--- config.mk ---
export PLATFORM = sky130hd
export DESIGN_NAME = acc_alu
export DESIGN_NICKNAME = d
export VERILOG_FILES = /design/src/rtl/acc_alu_pkg.sv /design/src/rtl/acc_alu_ctrl.sv /design/src/rtl/acc_alu_dp.sv /design/src/rtl/acc_alu.sv
export SDC_FILE = /design/constraint.sdc
export NUM_CORES = 1
export LEC_CHECK = 0
export BUFFER_PORTS_ARGS = -buffer_cell sky130_fd_sc_hd__buf_2
export CORE_AREA = 3 3 189 265
export CTS_BUF_LIST = sky130_fd_sc_hd__clkbuf_2 sky130_fd_sc_hd__clkbuf_4 sky130_fd_sc_hd__clkbuf_8
export DETAILED_ROUTE_END_ITERATION = 8
export DIE_AREA = 0 0 192 268
export PLACE_DENSITY = 0.53
export SLEW_MARGIN = 20
export SYNTH_ARGS = -nofsm -noshare
export SYNTH_HDL_FRONTEND = slang
export SYNTH_SLANG_ARGS = --single-unit
--- constraint.sdc ---
create_clock -name clk -period 8.98 [get_ports clk]
set_input_delay 1.347 -clock clk [delete_from_list [all_inputs] [get_ports clk]]
set_output_delay 1.347 -clock clk [all_outputs]
set_load 0.05 [all_outputs]
--- src/rtl/acc_alu_pkg.sv ---
package acc_alu_pkg;

  // Operation codes presented on opCode
  localparam logic [3:0] OPC_LOAD = 4'd1;
  localparam logic [3:0] OPC_SUB  = 4'd2;
  localparam logic [3:0] OPC_CMP  = 4'd3;
  localparam logic [3:0] OPC_ADD  = 4'd4;
  localparam logic [3:0] OPC_AND  = 4'd5;
  localparam logic [3:0] OPC_OR   = 4'd6;
  localparam logic [3:0] OPC_XOR  = 4'd7;
  localparam logic [3:0] OPC_MOD  = 4'd8;
  localparam logic [3:0] OPC_LDX  = 4'd9;
  localparam logic [3:0] OPC_LDY  = 4'd10;

  // Condition selects
  localparam logic [3:0] COND_ALWAYS = 4'h0;
  localparam logic [3:0] COND_ZERO   = 4'h5;
  localparam logic [3:0] COND_NEG    = 4'h7;

  // Modify sub-codes
  localparam logic [2:0] MOD_SHR = 3'd2;
  localparam logic [2:0] MOD_SHL = 3'd3;
  localparam logic [2:0] MOD_NEG = 3'd6;
  localparam logic [2:0] MOD_ABS = 3'd7;

  typedef enum logic [3:0] {
    FN_NONE, FN_LOAD, FN_SUB, FN_CMP, FN_ADD, FN_AND, FN_OR, FN_XOR,
    FN_SHR, FN_SHL, FN_NEG, FN_ABS, FN_LDX, FN_LDY
  } aluFn_e;

  // Strobes from control to datapath
  typedef struct packed {
    aluFn_e fn;
    logic   useShort;
    logic   wrAcc;
    logic   wrArith;   // update all four flags from the 16-bit result
    logic   wrZn;      // update Z and N from the 32-bit accumulator
    logic   wrX;
    logic   wrY;
  } aluStrobe_t;

endpackage

--- src/rtl/acc_alu_ctrl.sv ---
module acc_alu_ctrl
  import acc_alu_pkg::*;
(
  input  logic       clk,
  input  logic       rstN,
  input  logic       opValid,
  input  logic [3:0] opCode,
  input  logic       shortSel,
  input  logic [3:0] condSel,
  input  logic       condPol,
  input  logic [2:0] modCode,
  input  logic       flagZ,
  input  logic       flagN,
  output aluStrobe_t strobe,
  output logic       condTrue
);

  aluFn_e fnSel;

  always_comb begin
    unique case (condSel)
      COND_ALWAYS: condTrue = 1'b1;
      COND_ZERO:   condTrue = (flagZ == condPol);
      COND_NEG:    condTrue = (flagN == condPol);
      default:     condTrue = 1'b0;
    endcase
  end

  always_comb begin
    fnSel = FN_NONE;
    if (opValid) begin
      unique case (opCode)
        OPC_LOAD: fnSel = FN_LOAD;
        OPC_SUB:  fnSel = FN_SUB;
        OPC_CMP:  fnSel = FN_CMP;
        OPC_ADD:  fnSel = FN_ADD;
        OPC_AND:  fnSel = FN_AND;
        OPC_OR:   fnSel = FN_OR;
        OPC_XOR:  fnSel = FN_XOR;
        OPC_LDX:  fnSel = FN_LDX;
        OPC_LDY:  fnSel = FN_LDY;
        OPC_MOD: begin
          if (condTrue) begin
            unique case (modCode)
              MOD_SHR: fnSel = FN_SHR;
              MOD_SHL: fnSel = FN_SHL;
              MOD_NEG: fnSel = FN_NEG;
              MOD_ABS: fnSel = FN_ABS;
              default: fnSel = FN_NONE;
            endcase
          end
        end
        default: fnSel = FN_NONE;
      endcase
    end
  end

  always_comb begin
    strobe          = '0;
    strobe.fn       = fnSel;
    strobe.useShort = shortSel;
    unique case (fnSel)
      FN_LOAD, FN_AND, FN_OR, FN_XOR, FN_SHR, FN_SHL, FN_NEG, FN_ABS: begin
        strobe.wrAcc = 1'b1;
        strobe.wrZn  = 1'b1;
      end
      FN_ADD, FN_SUB: begin
        strobe.wrAcc   = 1'b1;
        strobe.wrArith = 1'b1;
      end
      FN_CMP:  strobe.wrArith = 1'b1;
      FN_LDX:  strobe.wrX     = 1'b1;
      FN_LDY:  strobe.wrY     = 1'b1;
      default: ;
    endcase
  end

  // a modify function only reaches the datapath while the condition holds
  a_r9_mod_gated: assert property (@(posedge clk) disable iff (!rstN)
    (strobe.fn inside {FN_SHR, FN_SHL, FN_NEG, FN_ABS}) |-> (condTrue && opValid && opCode == OPC_MOD));

  // nothing is strobed without a valid operation
  a_r11_idle_quiet: assert property (@(posedge clk) disable iff (!rstN)
    !opValid |-> !(strobe.wrAcc || strobe.wrArith || strobe.wrZn || strobe.wrX || strobe.wrY));

endmodule

--- src/rtl/acc_alu_dp.sv ---
module acc_alu_dp
  import acc_alu_pkg::*;
#(
  parameter int DATA_W = 16,
  parameter int IMM_W  = 8
) (
  input  logic                  clk,
  input  logic                  rstN,
  input  aluStrobe_t            strobe,
  input  logic [DATA_W-1:0]     operand,
  input  logic [IMM_W-1:0]      immByte,
  output logic [2*DATA_W-1:0]   acc,
  output logic [2*DATA_W-1:0]   product,
  output logic [DATA_W-1:0]     status,
  output logic                  flagZ,
  output logic                  flagN
);

  localparam int ACC_W = 2 * DATA_W;
  localparam int MSB   = DATA_W - 1;
  localparam int AMSB  = ACC_W - 1;

  logic [ACC_W-1:0]  accQ, accNext;
  logic [DATA_W-1:0] xQ, yQ;
  logic              flagL, flagV;
  logic [DATA_W-1:0] hi, opVal, arithRes;
  logic [DATA_W:0]   sumAdd, sumSub;
  logic              carryNext, ovfNext;
  logic [ACC_W-1:0]  xWide, yWide, mulRaw;

  assign hi    = accQ[AMSB:DATA_W];
  assign opVal = strobe.useShort ? {{(DATA_W-IMM_W){1'b0}}, immByte} : operand;

  assign sumAdd = {1'b0, hi} + {1'b0, opVal};
  assign sumSub = {1'b0, hi} - {1'b0, opVal};

  always_comb begin
    if (strobe.fn == FN_ADD) begin
      arithRes  = sumAdd[MSB:0];
      carryNext = sumAdd[DATA_W];
      ovfNext   = (hi[MSB] == opVal[MSB]) && (arithRes[MSB] != hi[MSB]);
    end else begin
      arithRes  = sumSub[MSB:0];
      carryNext = sumSub[DATA_W];
      ovfNext   = (hi[MSB] != opVal[MSB]) && (arithRes[MSB] != hi[MSB]);
    end
  end

  always_comb begin
    unique case (strobe.fn)
      FN_LOAD: accNext = {opVal, accQ[MSB:0]};
      FN_ADD,
      FN_SUB:  accNext = {arithRes, accQ[MSB:0]};
      FN_AND:  accNext = accQ & {opVal, {DATA_W{1'b0}}};
      FN_OR:   accNext = accQ | {opVal, {DATA_W{1'b0}}};
      FN_XOR:  accNext = accQ ^ {opVal, {DATA_W{1'b0}}};
      FN_SHR:  accNext = {accQ[AMSB], accQ[AMSB:1]};
      FN_SHL:  accNext = {accQ[AMSB-1:0], 1'b0};
      FN_NEG:  accNext = ~accQ + 1'b1;
      FN_ABS:  accNext = accQ[AMSB] ? (~accQ + 1'b1) : accQ;
      default: accNext = accQ;
    endcase
  end

  always_ff @(posedge clk or negedge rstN) begin
    if (!rstN) begin
      accQ  <= '0;
      xQ    <= '0;
      yQ    <= '0;
      flagL <= 1'b0;
      flagZ <= 1'b0;
      flagV <= 1'b0;
      flagN <= 1'b0;
    end else begin
      if (strobe.wrAcc) accQ <= accNext;
      if (strobe.wrX)   xQ   <= opVal;
      if (strobe.wrY)   yQ   <= opVal;
      if (strobe.wrArith) begin
        flagL <= carryNext;
        flagV <= ovfNext;
        flagZ <= (arithRes == '0);
        flagN <= arithRes[MSB];
      end else if (strobe.wrZn) begin
        flagZ <= (accNext == '0);
        flagN <= accNext[AMSB];
      end
    end
  end

  // Fractional multiply: sign-extend both factors, multiply, double
  assign xWide   = {{DATA_W{xQ[MSB]}}, xQ};
  assign yWide   = {{DATA_W{yQ[MSB]}}, yQ};
  assign mulRaw  = xWide * yWide;
  assign product = {mulRaw[AMSB-1:0], 1'b0};

  assign acc    = accQ;
  assign status = {flagN, flagV, flagZ, flagL, {(DATA_W-4){1'b0}}};

  // compare leaves the accumulator untouched
  a_r4_cmp_keeps_acc: assert property (@(posedge clk) disable iff (!rstN)
    strobe.fn == FN_CMP |=> $stable(accQ));

  // AND with the shifted operand empties the low half
  a_r5_and_clears_low: assert property (@(posedge clk) disable iff (!rstN)
    strobe.fn == FN_AND |=> accQ[MSB:0] == '0);

  // Z and N follow the full accumulator after whole-word updates
  a_r8_zn_track: assert property (@(posedge clk) disable iff (!rstN)
    strobe.wrZn |=> (flagZ == (accQ == '0)) && (flagN == accQ[AMSB]));

  // no strobe, no state change
  a_r11_hold: assert property (@(posedge clk) disable iff (!rstN)
    strobe.fn == FN_NONE |=> $stable(accQ) && $stable(status) && $stable(product));

  // absolute value never produces a negative result except the most negative input
  a_r8_abs_sign: assert property (@(posedge clk) disable iff (!rstN)
    (strobe.fn == FN_ABS && accQ != {1'b1, {(ACC_W-1){1'b0}}}) |=> !accQ[AMSB]);

endmodule

--- src/rtl/acc_alu.sv ---
module acc_alu
  import acc_alu_pkg::*;
#(
  parameter int DATA_W = 16,
  parameter int IMM_W  = 8
) (
  input  logic                clk,
  input  logic                rstN,
  input  logic                opValid,
  input  logic [3:0]          opCode,
  input  logic [DATA_W-1:0]   operand,
  input  logic                shortSel,
  input  logic [IMM_W-1:0]    immByte,
  input  logic [3:0]          condSel,
  input  logic                condPol,
  input  logic [2:0]          modCode,
  output logic [2*DATA_W-1:0] acc,
  output logic [2*DATA_W-1:0] product,
  output logic [DATA_W-1:0]   status,
  output logic                condTrue
);

  aluStrobe_t strobe;
  logic       flagZ, flagN;

  acc_alu_ctrl ctrl_i (
    .clk      (clk),
    .rstN     (rstN),
    .opValid  (opValid),
    .opCode   (opCode),
    .shortSel (shortSel),
    .condSel  (condSel),
    .condPol  (condPol),
    .modCode  (modCode),
    .flagZ    (flagZ),
    .flagN    (flagN),
    .strobe   (strobe),
    .condTrue (condTrue)
  );

  acc_alu_dp #(
    .DATA_W (DATA_W),
    .IMM_W  (IMM_W)
  ) dp_i (
    .clk     (clk),
    .rstN    (rstN),
    .strobe  (strobe),
    .operand (operand),
    .immByte (immByte),
    .acc     (acc),
    .product (product),
    .status  (status),
    .flagZ   (flagZ),
    .flagN   (flagN)
  );

endmodule

# After elaboration in Yosys (flattened, before gate mapping)
# Cells that the tools add are included.
[totals]
register_bits = 68
out_inout_bits = 81
word_cells = 80
[classes]
addsub = 3
n_mul = 1
eq_ne = 35
mux = 20
n_bitwise = 4
reduce_logical = 10
[ops]
columns = ["cell", "n"]
rows = [
  ["32-bit case mux with 9 select lines", 1],
  ["4-bit by 3-bit == test with 1-bit output, second input constant", 10],
  ["4-bit case mux with 10 select lines", 1],
  ["4-bit == test, second input constant", 9],
  ["32-bit by 1-bit adder with 32-bit output, second input constant", 1],
  ["32-bit AND", 1],
  ["32-bit logical NOT", 1],
  ["16-bit two-way mux", 2],
  ["32-bit two-way mux", 1],
  ["32-bit inverter", 1],
  ["32-bit OR", 1],
  ["32-bit XOR", 1],
  ["16-bit by 16-bit multiplier with 31-bit output", 1],
  ["16-bit by 16-bit adder with 17-bit output", 1],
  ["16-bit by 16-bit subtractor with 17-bit output", 1],
  ["4-bit by 2-bit == test with 1-bit output, second input constant", 4],
  ["16-bit logical NOT", 1],
  ["4-bit case mux with 4 select lines", 1],
  ["1-bit two-way mux", 11],
  ["10-bit OR reduction", 1],
  ["4-bit by 1-bit == test with 1-bit output, second input constant", 2],
  ["4-bit two-way mux", 2],
  ["8-bit OR reduction", 1],
  ["3-bit by 2-bit == test with 1-bit output, second input constant", 2],
  ["9 further kinds", 15],
]

# Depth between registers and ports, before layout
# Gate-level depths: netlist of run 1.
[logic_depth]
word_depth = 11
mapped_depth = 25
depth_no_buf = 23

# Hierarchy
# From an unflattened synthesis of run 1, not the netlist that was laid out.
[unflattened]
cells_unflattened = 2076
area_unflattened_um2 = 17584.4
[modules_own_cells]
columns = ["module", "n_inst", "cells_each", "area_per_inst_um2"]
rows = [
  ["acc_alu_dp", 1, 2034, 17296.6],
  ["acc_alu_ctrl", 1, 42, 287.8],
]

# Worst setup path before layout of run 1
# Ideal clock, no wire load.
[synth_timing]
path_kind = "flip-flop to output port"
startpoint = "register dp_i.xQ[9]"
endpoint = "output product[30]"
arrival_ns = 6.603
setup_slack_ns = 1.030
stages_incl_launch_ff = 25
n_path_buf = 2
cell_sequence = "dfrtp_1 > clkbuf_1 > clkbuf_1 > nand2_1 > fa_1 > inv_1 > fa_1 > inv_1 > fa_1 > inv_1 > fa_1 > fa_1 > inv_1 > fa_1 > inv_1 > ha_1 > o21ai_0 > nand2b_1 > a21oi_1 > a2111oi_0 > o31a_1 > nand4_1 > a311o_1 > o21ai_0 > xor2_1"
[synth_via]
elab_chain_len = 1
[synth_rtl]
columns = ["item", "line", "text"]
rows = [
  ["start: declaration", "acc_alu_dp.sv:24", "logic [DATA_W-1:0] xQ, yQ;"],
  ["start signal: assignment", "acc_alu_dp.sv:76", "if (strobe.wrX) xQ <= opVal;"],
  ["16-bit by 16-bit multiplier with 31-bit output", "acc_alu_dp.sv:93", "assign mulRaw = xWide * yWide;"],
  ["end: declaration", "acc_alu.sv:18", "output logic [2*DATA_W-1:0] product,"],
]
# No other way between the ends.

# Worst setup path after layout of run 1
[layout_timing]
startpoint = "register dp_i.xQ[6]"
endpoint = "output product[30]"
# Same word-level chain as after synthesis.

==> impl_table.tex, run 1 <==
\begin{tabular}{lr}
\hline
Metric & Value \\
\hline
\multicolumn{2}{l}{\textbf{Flow run}} \\
Max-cap violation count & 0 \\
\multicolumn{2}{l}{\textbf{Drt}} \\
Via count & 13900 \\
DRC violations left & 0 \\
Number of DRC violations after detailed-routing iteration 0 & 866 \\
Post-DR wirelength/cell & 19.0 um \\
Antenna violation net count after detailed routing & 0 \\
First-pass iteration count of the detailed router & 8 \\
Via density & 5.24 \\
Final WL & 50600 um \\
\multicolumn{2}{l}{\textbf{Floorplan}} \\
FP Rows & 95 \\
Core Footprint & 47900 um\^{}2 \\
Width of the die & 192 um \\
I/O pin total & 121 \\
Die ar. & 51500 um\^{}2 \\
Initial core utilization & 0.349 \\
Die height & 268 um \\
\multicolumn{2}{l}{\textbf{Worst setup path}} \\
Required time worst endpoint & 7.63 ns \\
Crit. Startpoint & dp\_i.xQ[6]\$\_DFFE\_PN0N\_ \\
Worst Setup Start Kind & flip-flop \\
Capture point of the critical path & product[30] \\
Critical path capture point type & output pin \\
R2R setup slack & 4.47 ns \\
Register-to-Register Path Depth & 11 \\
Top fanout value on the critical path & 17 \\
Startpoint of the lowest-slack register-to-register path & dp\_i.flagN\$\_DFFE\_PN0P\_ \\
Setup CP Type & flip-flop to output pin \\
CP Data Arrival Time & 7.15 ns \\
Worst reg2reg endpoint & dp\_i.flagZ\$\_DFFE\_PN0P\_ \\
\multicolumn{2}{l}{\textbf{GRT}} \\
Largest net degree at the start of global routing & 69 \\
Via count of the first global-routing pass & 15200 \\
Overflow left after global routing & 0 \\
Global-route usage over all layers & 0.203 \\
Antenna violations before repair & 0 \\
Wire length of the first global-routing pass & 82900 um \\
\multicolumn{2}{l}{\textbf{Timing}} \\
Final setup margin & 0.483 ns \\
Worst slew pin tran & 1.18 ns \\
Clock Skew & 0.00947 ns \\
Setup-failing EPs final & 0 \\
Normalized max-slew margin & 0.212 \\
Shortest clock period the worst path allows after layout & 8.50 ns \\
Max-slew violations & 0 \\
Portion of the clock cycle consumed by the worst path in the final layout & 0.946 \\
Upper clock frequency limit & 118 MHz \\
RSZ-0062 raised after global routing & no \\
Total count of hold-check failures in the final report & 0 \\
Total negative setup slack & 0 ns \\
\multicolumn{2}{l}{\textbf{Logic synthesis}} \\
Fraction of synthesized cell area taken by the top area cell type & 0.309 \\
Most common flop cell mapped by yosys & sky130\_fd\_sc\_hd\_\_dfrtp\_1 \\
Cell type with the largest total area after synthesis & sky130\_fd\_sc\_hd\_\_fa\_1 \\
Cell types with the largest area share after synthesis & sky130\_fd\_sc\_hd\_\_fa\_1 (31\%), sky130\_fd\_sc\_hd\_\_ha\_1 (11\%), sky130\_fd\_sc\_hd\_\_dfrtp\_1 (10\%), sky130\_fd\_sc\_hd\_\_inv\_1 (8.1\%), sky130\_fd\_sc\_hd\_\_nand2\_1 (4.8\%) \\
Share of flip-flops with an asynchronous set or reset after synthesis & 1.00 \\
Cells after Synth & 1969 \\
Number of different library cells in the post-synthesis netlist & 80 \\
Yosys reg bits & 68 \\
Mapped cell area & 16700 um\^{}2 \\
Average size of a mapped cell & 8.49 um\^{}2 \\
Sequential element share of the synthesized area & 0.102 \\
Count of flip-flops with a built-in enable after synthesis & 0 \\
Number of warnings reported in the yosys synthesis log & 0 \\
\multicolumn{2}{l}{\textbf{Worst hold path}} \\
Hold\_sp & dp\_i.flagV\$\_DFFE\_PN0P\_ \\
Class of the most critical hold timing path & flip-flop to flip-flop \\
\multicolumn{2}{l}{\textbf{Layout}} \\
Layout net count & 2466 \\
Proportion of layout cells with a drive suffix above 1 & 0.0848 \\
Leading cell types in the layout, fill and taps excluded & sky130\_fd\_sc\_hd\_\_inv\_1 (359), sky130\_fd\_sc\_hd\_\_fa\_1 (258), sky130\_fd\_sc\_hd\_\_nand2\_1 (212) \\
Count of antenna diodes in the layout & 0 \\
Most common cell after layout, fill and taps aside & sky130\_fd\_sc\_hd\_\_inv\_1 \\
Fillers & 4966 \\
Synth-to-layout area growth & 7.71\% \\
\multicolumn{2}{l}{\textbf{Pwr}} \\
Portion of total power attributed to the clock network & 0.049 \\
Leak & 8.93 nW \\
Cell-internal power & 1.78 mW \\
Worst IR drop on VDD & 0.264 mV \\
Part of the power in registers & 0.125 \\
Sw frac & 0.627 \\
PwrDens & 265 nW/um\^{}2 \\
Logic gate share of total power & 0.825 \\
Switching pwr & 2.99 mW \\
\multicolumn{2}{l}{\textbf{Clocking}} \\
TritonCTS clock tree & yes \\
Clock buffer count from CTS & 9 \\
Count of H-tree levels built during CTS & 3 \\
Post-cts gate resize count & 0 \\
Maximum clock insertion buffer count & 2 \\
Root Driver & sky130\_fd\_sc\_hd\_\_clkbuf\_8 \\
Clock Sinks & 68 \\
Count of hold buffers inserted by post-cts repair & 0 \\
Post-CTS setup buffer count & 0 \\
Clk\_lat worst skew & 0.38 ns \\
Reg clk slew, reported paths & 0.07 ns \\
\multicolumn{2}{l}{\textbf{Placement}} \\
Port Buffers & 107 \\
Pre-CTS setup slack & 0.654 ns \\
Placer Congestion & 0.898 \\
Detailed-placement wirelength estimate & 41100 um \\
\multicolumn{2}{l}{\textbf{Run status}} \\
Outcome & finished clean \\
\hline
\end{tabular}
-- registers in the layout (all words and copies together), names as in the netlist --
name,count
dp_i.flagL,1
dp_i.flagN,1
dp_i.acc,32
dp_i.flagZ,1
dp_i.yQ,16
dp_i.flagV,1
dp_i.xQ,16
-- routing by layer --
metal	track usage	vias to the layer above	wire length [um]
met4	0.0597	0	1450
li1	-	6502	-
met2	0.385	342	27200
met1	0.242	7015	19900
met5	0	-	0
met3	0.0185	73	1930
-- layout make-up --
cell class / count / area [um^2] / share of cell area
clock buffer: 12 / 153 / 0.00848
clock inverter: 2 / 12.5 / 0.000695
inverter: 359 / 1350 / 0.0748
multi-input combinational: 1456 / 13300 / 0.737
sequential: 68 / 1710 / 0.0951
tap: 630 / 788 / 0.0438
timing repair buffer: 131 / 716 / 0.0397
-- metrics by stage --
stage                     total power, mW  std cells   util  area [um^2]  hold slack, ns
after detailed placement             4.58       2644  0.372        17800           0.524
after global placement               4.54       2644  0.372        17800           0.523
after floorplan                      3.61       1981      -        16800           0.496
after CTS                            4.83       2658  0.376        18000           0.559
final                                4.76       2658  0.376        18000           0.550
after global routing                 5.28       2658  0.376        18000           0.581
-- cell usage after synthesis, drive strengths merged, types with 8 or more instances --
library cell and number:
a21oi 73, and4 9, nor2b 13, a2111oi 9, a21o 21, a222oi 11, o211ai 18, xor2 21
mux2i 12, nor4 16, buf 23, inv 359, nand2 212, nand3 22, nor3b 8, or2 8
clkbuf 75, dfrtp 68, a211oi 12, o21bai 11, nand2b 26, a22oi 12, or3 17, nor3 30
o21ai 90, fa 258, ha 143, nor2 78, and2 118, o21a 13, nand4 10, xnor2 50
-- worst min path at each step --
stage,endpoint,depth (start not counted)
after floorplan,dp_i.flagV$_DFFE_PN0P_,2
after global placement,dp_i.flagV$_DFFE_PN0P_,2
after detailed placement,dp_i.flagV$_DFFE_PN0P_,2
after CTS,dp_i.flagV$_DFFE_PN0P_,2
after global routing,dp_i.flagL$_DFFE_PN0P_,2
final,dp_i.flagV$_DFFE_PN0P_,2
-- power by group through the flow --
stage                     Sequential, mW  Clock, mW  Combinational [mW]
after detailed placement           0.599          0                3.98
after global placement             0.594          0                3.95
after global routing               0.614      0.253                4.41
after floorplan                    0.521          0                3.09
final                              0.598      0.235                3.93
after CTS                          0.593      0.239                4.00
-- worst max-delay path, cell delays in order (launching register included) --
cell,delay [ns]
sky130_fd_sc_hd__dfrtp_1,0.75
sky130_fd_sc_hd__and2_1,0.24
sky130_fd_sc_hd__fa_1,0.40
sky130_fd_sc_hd__inv_1,0.08
sky130_fd_sc_hd__fa_1,0.44
sky130_fd_sc_hd__fa_1,0.52
sky130_fd_sc_hd__inv_1,0.05
sky130_fd_sc_hd__fa_1,0.44
sky130_fd_sc_hd__fa_1,0.52
sky130_fd_sc_hd__inv_1,0.05
sky130_fd_sc_hd__fa_1,0.47
sky130_fd_sc_hd__inv_1,0.04
sky130_fd_sc_hd__ha_1,0.34
sky130_fd_sc_hd__o21ai_0,0.12
sky130_fd_sc_hd__nand2b_1,0.08
sky130_fd_sc_hd__a21oi_1,0.08
sky130_fd_sc_hd__a2111oi_0,0.61
sky130_fd_sc_hd__o31a_1,0.32
sky130_fd_sc_hd__nand4_1,0.19
sky130_fd_sc_hd__a311o_1,0.37
sky130_fd_sc_hd__o21ai_0,0.23
sky130_fd_sc_hd__xor2_1,0.16
sky130_fd_sc_hd__buf_2,0.28
-- logic make-up after synthesis --
logic type | Yosys count | share of synthesized area
other | 1 | 0.000224
XOR/XNOR | 71 | 0.0372
adder cells (fa/ha/maj) | 401 | 0.416
multiplexers | 13 | 0.00786
buffers and inverters | 457 | 0.108
AND/OR/NAND/NOR | 591 | 0.179
AO/OA/AOI/OAI | 367 | 0.150
flip-flops | 68 | 0.102
No activity file was read; power rests on OpenSTA's default activity.
==> run 2: changes to the inputs <==
--- a/config.mk
+++ b/config.mk
@@ -7,8 +7,8 @@
 export LEC_CHECK = 0
 export BUFFER_PORTS_ARGS = -buffer_cell sky130_fd_sc_hd__buf_2
-export CORE_AREA = 3 3 189 265
+export CORE_AREA = 5 5 191 267
 export CTS_BUF_LIST = sky130_fd_sc_hd__clkbuf_2 sky130_fd_sc_hd__clkbuf_4 sky130_fd_sc_hd__clkbuf_8
 export DETAILED_ROUTE_END_ITERATION = 8
-export DIE_AREA = 0 0 192 268
+export DIE_AREA = 0 0 196 272
 export PLACE_DENSITY = 0.53
 export SLEW_MARGIN = 20
==> constraint.sdc (replaced) <==
create_clock -name clk -period 8.98 [get_ports clk]
set_input_delay 1.347 -clock clk [delete_from_list [all_inputs] [get_ports clk]]
set_output_delay 1.347 -clock clk [all_outputs]
set_load 0.1 [all_outputs]
==> impl_table.tex, run 2 (synthesis results as in run 1) <==
\begin{tabular}{lr}
\hline
Metric & Value \\
\hline
\multicolumn{2}{l}{\textbf{Drt}} \\
Antenna violation net count after detailed routing & 0 \\
Via density & 5.27 \\
Number of DRC violations after detailed-routing iteration 0 & 854 \\
DRC violations left & 0 \\
First-pass iteration count of the detailed router & 5 \\
Via count & 14100 \\
Post-DR wirelength/cell & 19.0 um \\
Final WL & 50800 um \\
\multicolumn{2}{l}{\textbf{Flow run}} \\
Max-cap violation count & 0 \\
\multicolumn{2}{l}{\textbf{Placement}} \\
Placer Congestion & 0.951 \\
Port Buffers & 107 \\
Pre-CTS setup slack & 0.476 ns \\
Detailed-placement wirelength estimate & 41800 um \\
\multicolumn{2}{l}{\textbf{Timing}} \\
Portion of the clock cycle consumed by the worst path in the final layout & 0.951 \\
Upper clock frequency limit & 117 MHz \\
RSZ-0062 raised after global routing & no \\
Total negative setup slack & 0 ns \\
Clock Skew & 0.00881 ns \\
Normalized max-slew margin & 0.290 \\
Setup-failing EPs final & 0 \\
Worst slew pin tran & 1.04 ns \\
Final setup margin & 0.442 ns \\
Max-slew violations & 0 \\
Total count of hold-check failures in the final report & 0 \\
Shortest clock period the worst path allows after layout & 8.54 ns \\
Worst hold slack & 0.484 ns \\
\multicolumn{2}{l}{\textbf{Worst setup path}} \\
R2R setup slack & 4.42 ns \\
Register-to-Register Path Depth & 11 \\
Crit. Startpoint & dp\_i.yQ[1]\$\_DFFE\_PN0N\_ \\
Startpoint of the lowest-slack register-to-register path & dp\_i.flagN\$\_DFFE\_PN0P\_ \\
Worst reg2reg endpoint & dp\_i.flagZ\$\_DFFE\_PN0P\_ \\
Worst Setup Start Kind & flip-flop \\
Required time worst endpoint & 7.63 ns \\
Critical path capture point type & output pin \\
Top fanout value on the critical path & 13 \\
CP Data Arrival Time & 7.19 ns \\
Setup CP Type & flip-flop to output pin \\
\multicolumn{2}{l}{\textbf{Pwr}} \\
PwrDens & 326 nW/um\^{}2 \\
Design Power & 5.90 mW \\
Logic gate share of total power & 0.854 \\
Cell-internal power & 1.84 mW \\
Leak & 9.00 nW \\
Switching pwr & 4.06 mW \\
Portion of total power attributed to the clock network & 0.049 \\
Sw frac & 0.687 \\
Part of the power in registers & 0.097 \\
Worst IR drop on VDD & 0.417 mV \\
\multicolumn{2}{l}{\textbf{Floorplan}} \\
FP Rows & 96 \\
Die height & 272 um \\
Width of the die & 196 um \\
Core Footprint & 48500 um\^{}2 \\
I/O pin total & 121 \\
Die ar. & 53300 um\^{}2 \\
Initial core utilization & 0.344 \\
\multicolumn{2}{l}{\textbf{GRT}} \\
Global-route usage over all layers & 0.191 \\
Wire length of the first global-routing pass & 82400 um \\
Via count of the first global-routing pass & 15200 \\
Antenna violations before repair & 0 \\
Overflow left after global routing & 0 \\
Largest net degree at the start of global routing & 69 \\
\multicolumn{2}{l}{\textbf{Worst hold path}} \\
Hold Crit Endpoint & dp\_i.xQ[15]\$\_DFFE\_PN0N\_ \\
Number of cells on the worst hold path & 2 \\
Class of the most critical hold timing path & flip-flop to flip-flop \\
Hold\_sp & dp\_i.xQ[15]\$\_DFFE\_PN0N\_ \\
\multicolumn{2}{l}{\textbf{Layout}} \\
Fillers & 5125 \\
Leading cell types in the layout, fill and taps excluded & sky130\_fd\_sc\_hd\_\_inv\_1 (359), sky130\_fd\_sc\_hd\_\_fa\_1 (258), sky130\_fd\_sc\_hd\_\_nand2\_1 (212) \\
Proportion of layout cells with a drive suffix above 1 & 0.0860 \\
Count of antenna diodes in the layout & 0 \\
Layout net count & 2471 \\
Layout Utilization & 0.373 \\
Most common cell after layout, fill and taps aside & sky130\_fd\_sc\_hd\_\_inv\_1 \\
Synth-to-layout area growth & 8.34\% \\
Flip-flop count of the largest register, all copies and words added & 32 \\
\multicolumn{2}{l}{\textbf{Clocking}} \\
Post-CTS setup buffer count & 0 \\
Count of H-tree levels built during CTS & 3 \\
Reg clk slew, reported paths & 0.07 ns \\
Root Driver & sky130\_fd\_sc\_hd\_\_clkbuf\_8 \\
Clk\_lat worst skew & 0.37 ns \\
Maximum clock insertion buffer count & 2 \\
Clock Sinks & 68 \\
Count of hold buffers inserted by post-cts repair & 0 \\
Post-cts gate resize count & 0 \\
TritonCTS clock tree & yes \\
Clock buffer count from CTS & 9 \\
\multicolumn{2}{l}{\textbf{Run status}} \\
Outcome & finished clean \\
\hline
\end{tabular}
run 2: changes by cell type in the layout (fill, tap and decap cells not counted), sizes merged:
| cell | delta |
|---|---|
| clkinvlp | -1 |
| bufinv | +2 |
| clkinv | +2 |
| clkbuf | +1 |
| buf | +3 |
run 2: metal layers:
layer	share of wire	GRT usage	up-vias
met5	0	0	-
met4	0.039	0.0737	0
met3	0.032	0.0147	95
met2	0.54	0.365	352
met1	0.39	0.220	7139
li1	-	-	6500
run 2: cell type report:
| cell class | instances | area, um^2 | share of cell area |
|---|---|---|---|
| inverter | 359 | 1350 | 0.0744 |
| tap | 637 | 797 | 0.0440 |
| clock inverter | 5 | 75.1 | 0.00415 |
| multi-input combinational | 1456 | 13300 | 0.733 |
| timing repair buffer | 136 | 758 | 0.0419 |
| clock buffer | 11 | 145 | 0.00801 |
| sequential | 68 | 1710 | 0.0942 |
run 2: critical path, cell delays in order (launching register included):
cell,delay [ns]
sky130_fd_sc_hd__dfrtp_1,0.61
sky130_fd_sc_hd__buf_4,0.21
sky130_fd_sc_hd__nand2_1,0.07
sky130_fd_sc_hd__fa_1,0.54
sky130_fd_sc_hd__fa_1,0.47
sky130_fd_sc_hd__fa_1,0.55
sky130_fd_sc_hd__inv_1,0.06
sky130_fd_sc_hd__fa_1,0.44
sky130_fd_sc_hd__fa_1,0.52
sky130_fd_sc_hd__inv_1,0.05
sky130_fd_sc_hd__fa_1,0.47
sky130_fd_sc_hd__inv_1,0.04
sky130_fd_sc_hd__ha_1,0.34
sky130_fd_sc_hd__o21ai_0,0.11
sky130_fd_sc_hd__nand2b_1,0.09
sky130_fd_sc_hd__a21oi_1,0.09
sky130_fd_sc_hd__a2111oi_1,0.52
sky130_fd_sc_hd__o31a_1,0.30
sky130_fd_sc_hd__nand4_1,0.20
sky130_fd_sc_hd__a311o_1,0.38
sky130_fd_sc_hd__nand2b_1,0.10
sky130_fd_sc_hd__a21oi_1,0.08
sky130_fd_sc_hd__xnor2_1,0.13
sky130_fd_sc_hd__buf_2,0.44
run 2: worst max-delay path by stage:
stage | endpoint | slack, ns | cells after the start
floorplan | product[28] | 0.30 | 25
global placement | product[30] | 0.56 | 23
detailed placement | product[30] | 0.48 | 23
CTS | product[30] | 0.07 | 23
global route | product[28] | 0.04 | 24
finish | product[28] | 0.44 | 23
run 2: power groups by stage:
stage / combinational [mW] / sequential [mW] / clock, mW
CTS: 5.09 / 0.574 / 0.297
detailed placement: 5.08 / 0.580 / 0
global route: 5.50 / 0.591 / 0.309
floorplan: 4.06 / 0.608 / 0
finish: 5.04 / 0.574 / 0.289
global placement: 5.03 / 0.574 / 0
run 2: stage by stage:
step / cell area (um^2) / instances
after floorplan: 16800 / 1981
after global placement: 17900 / 2656
after global routing: 18100 / 2672
after CTS: 18100 / 2672
final: 18100 / 2672
after detailed placement: 17900 / 2656
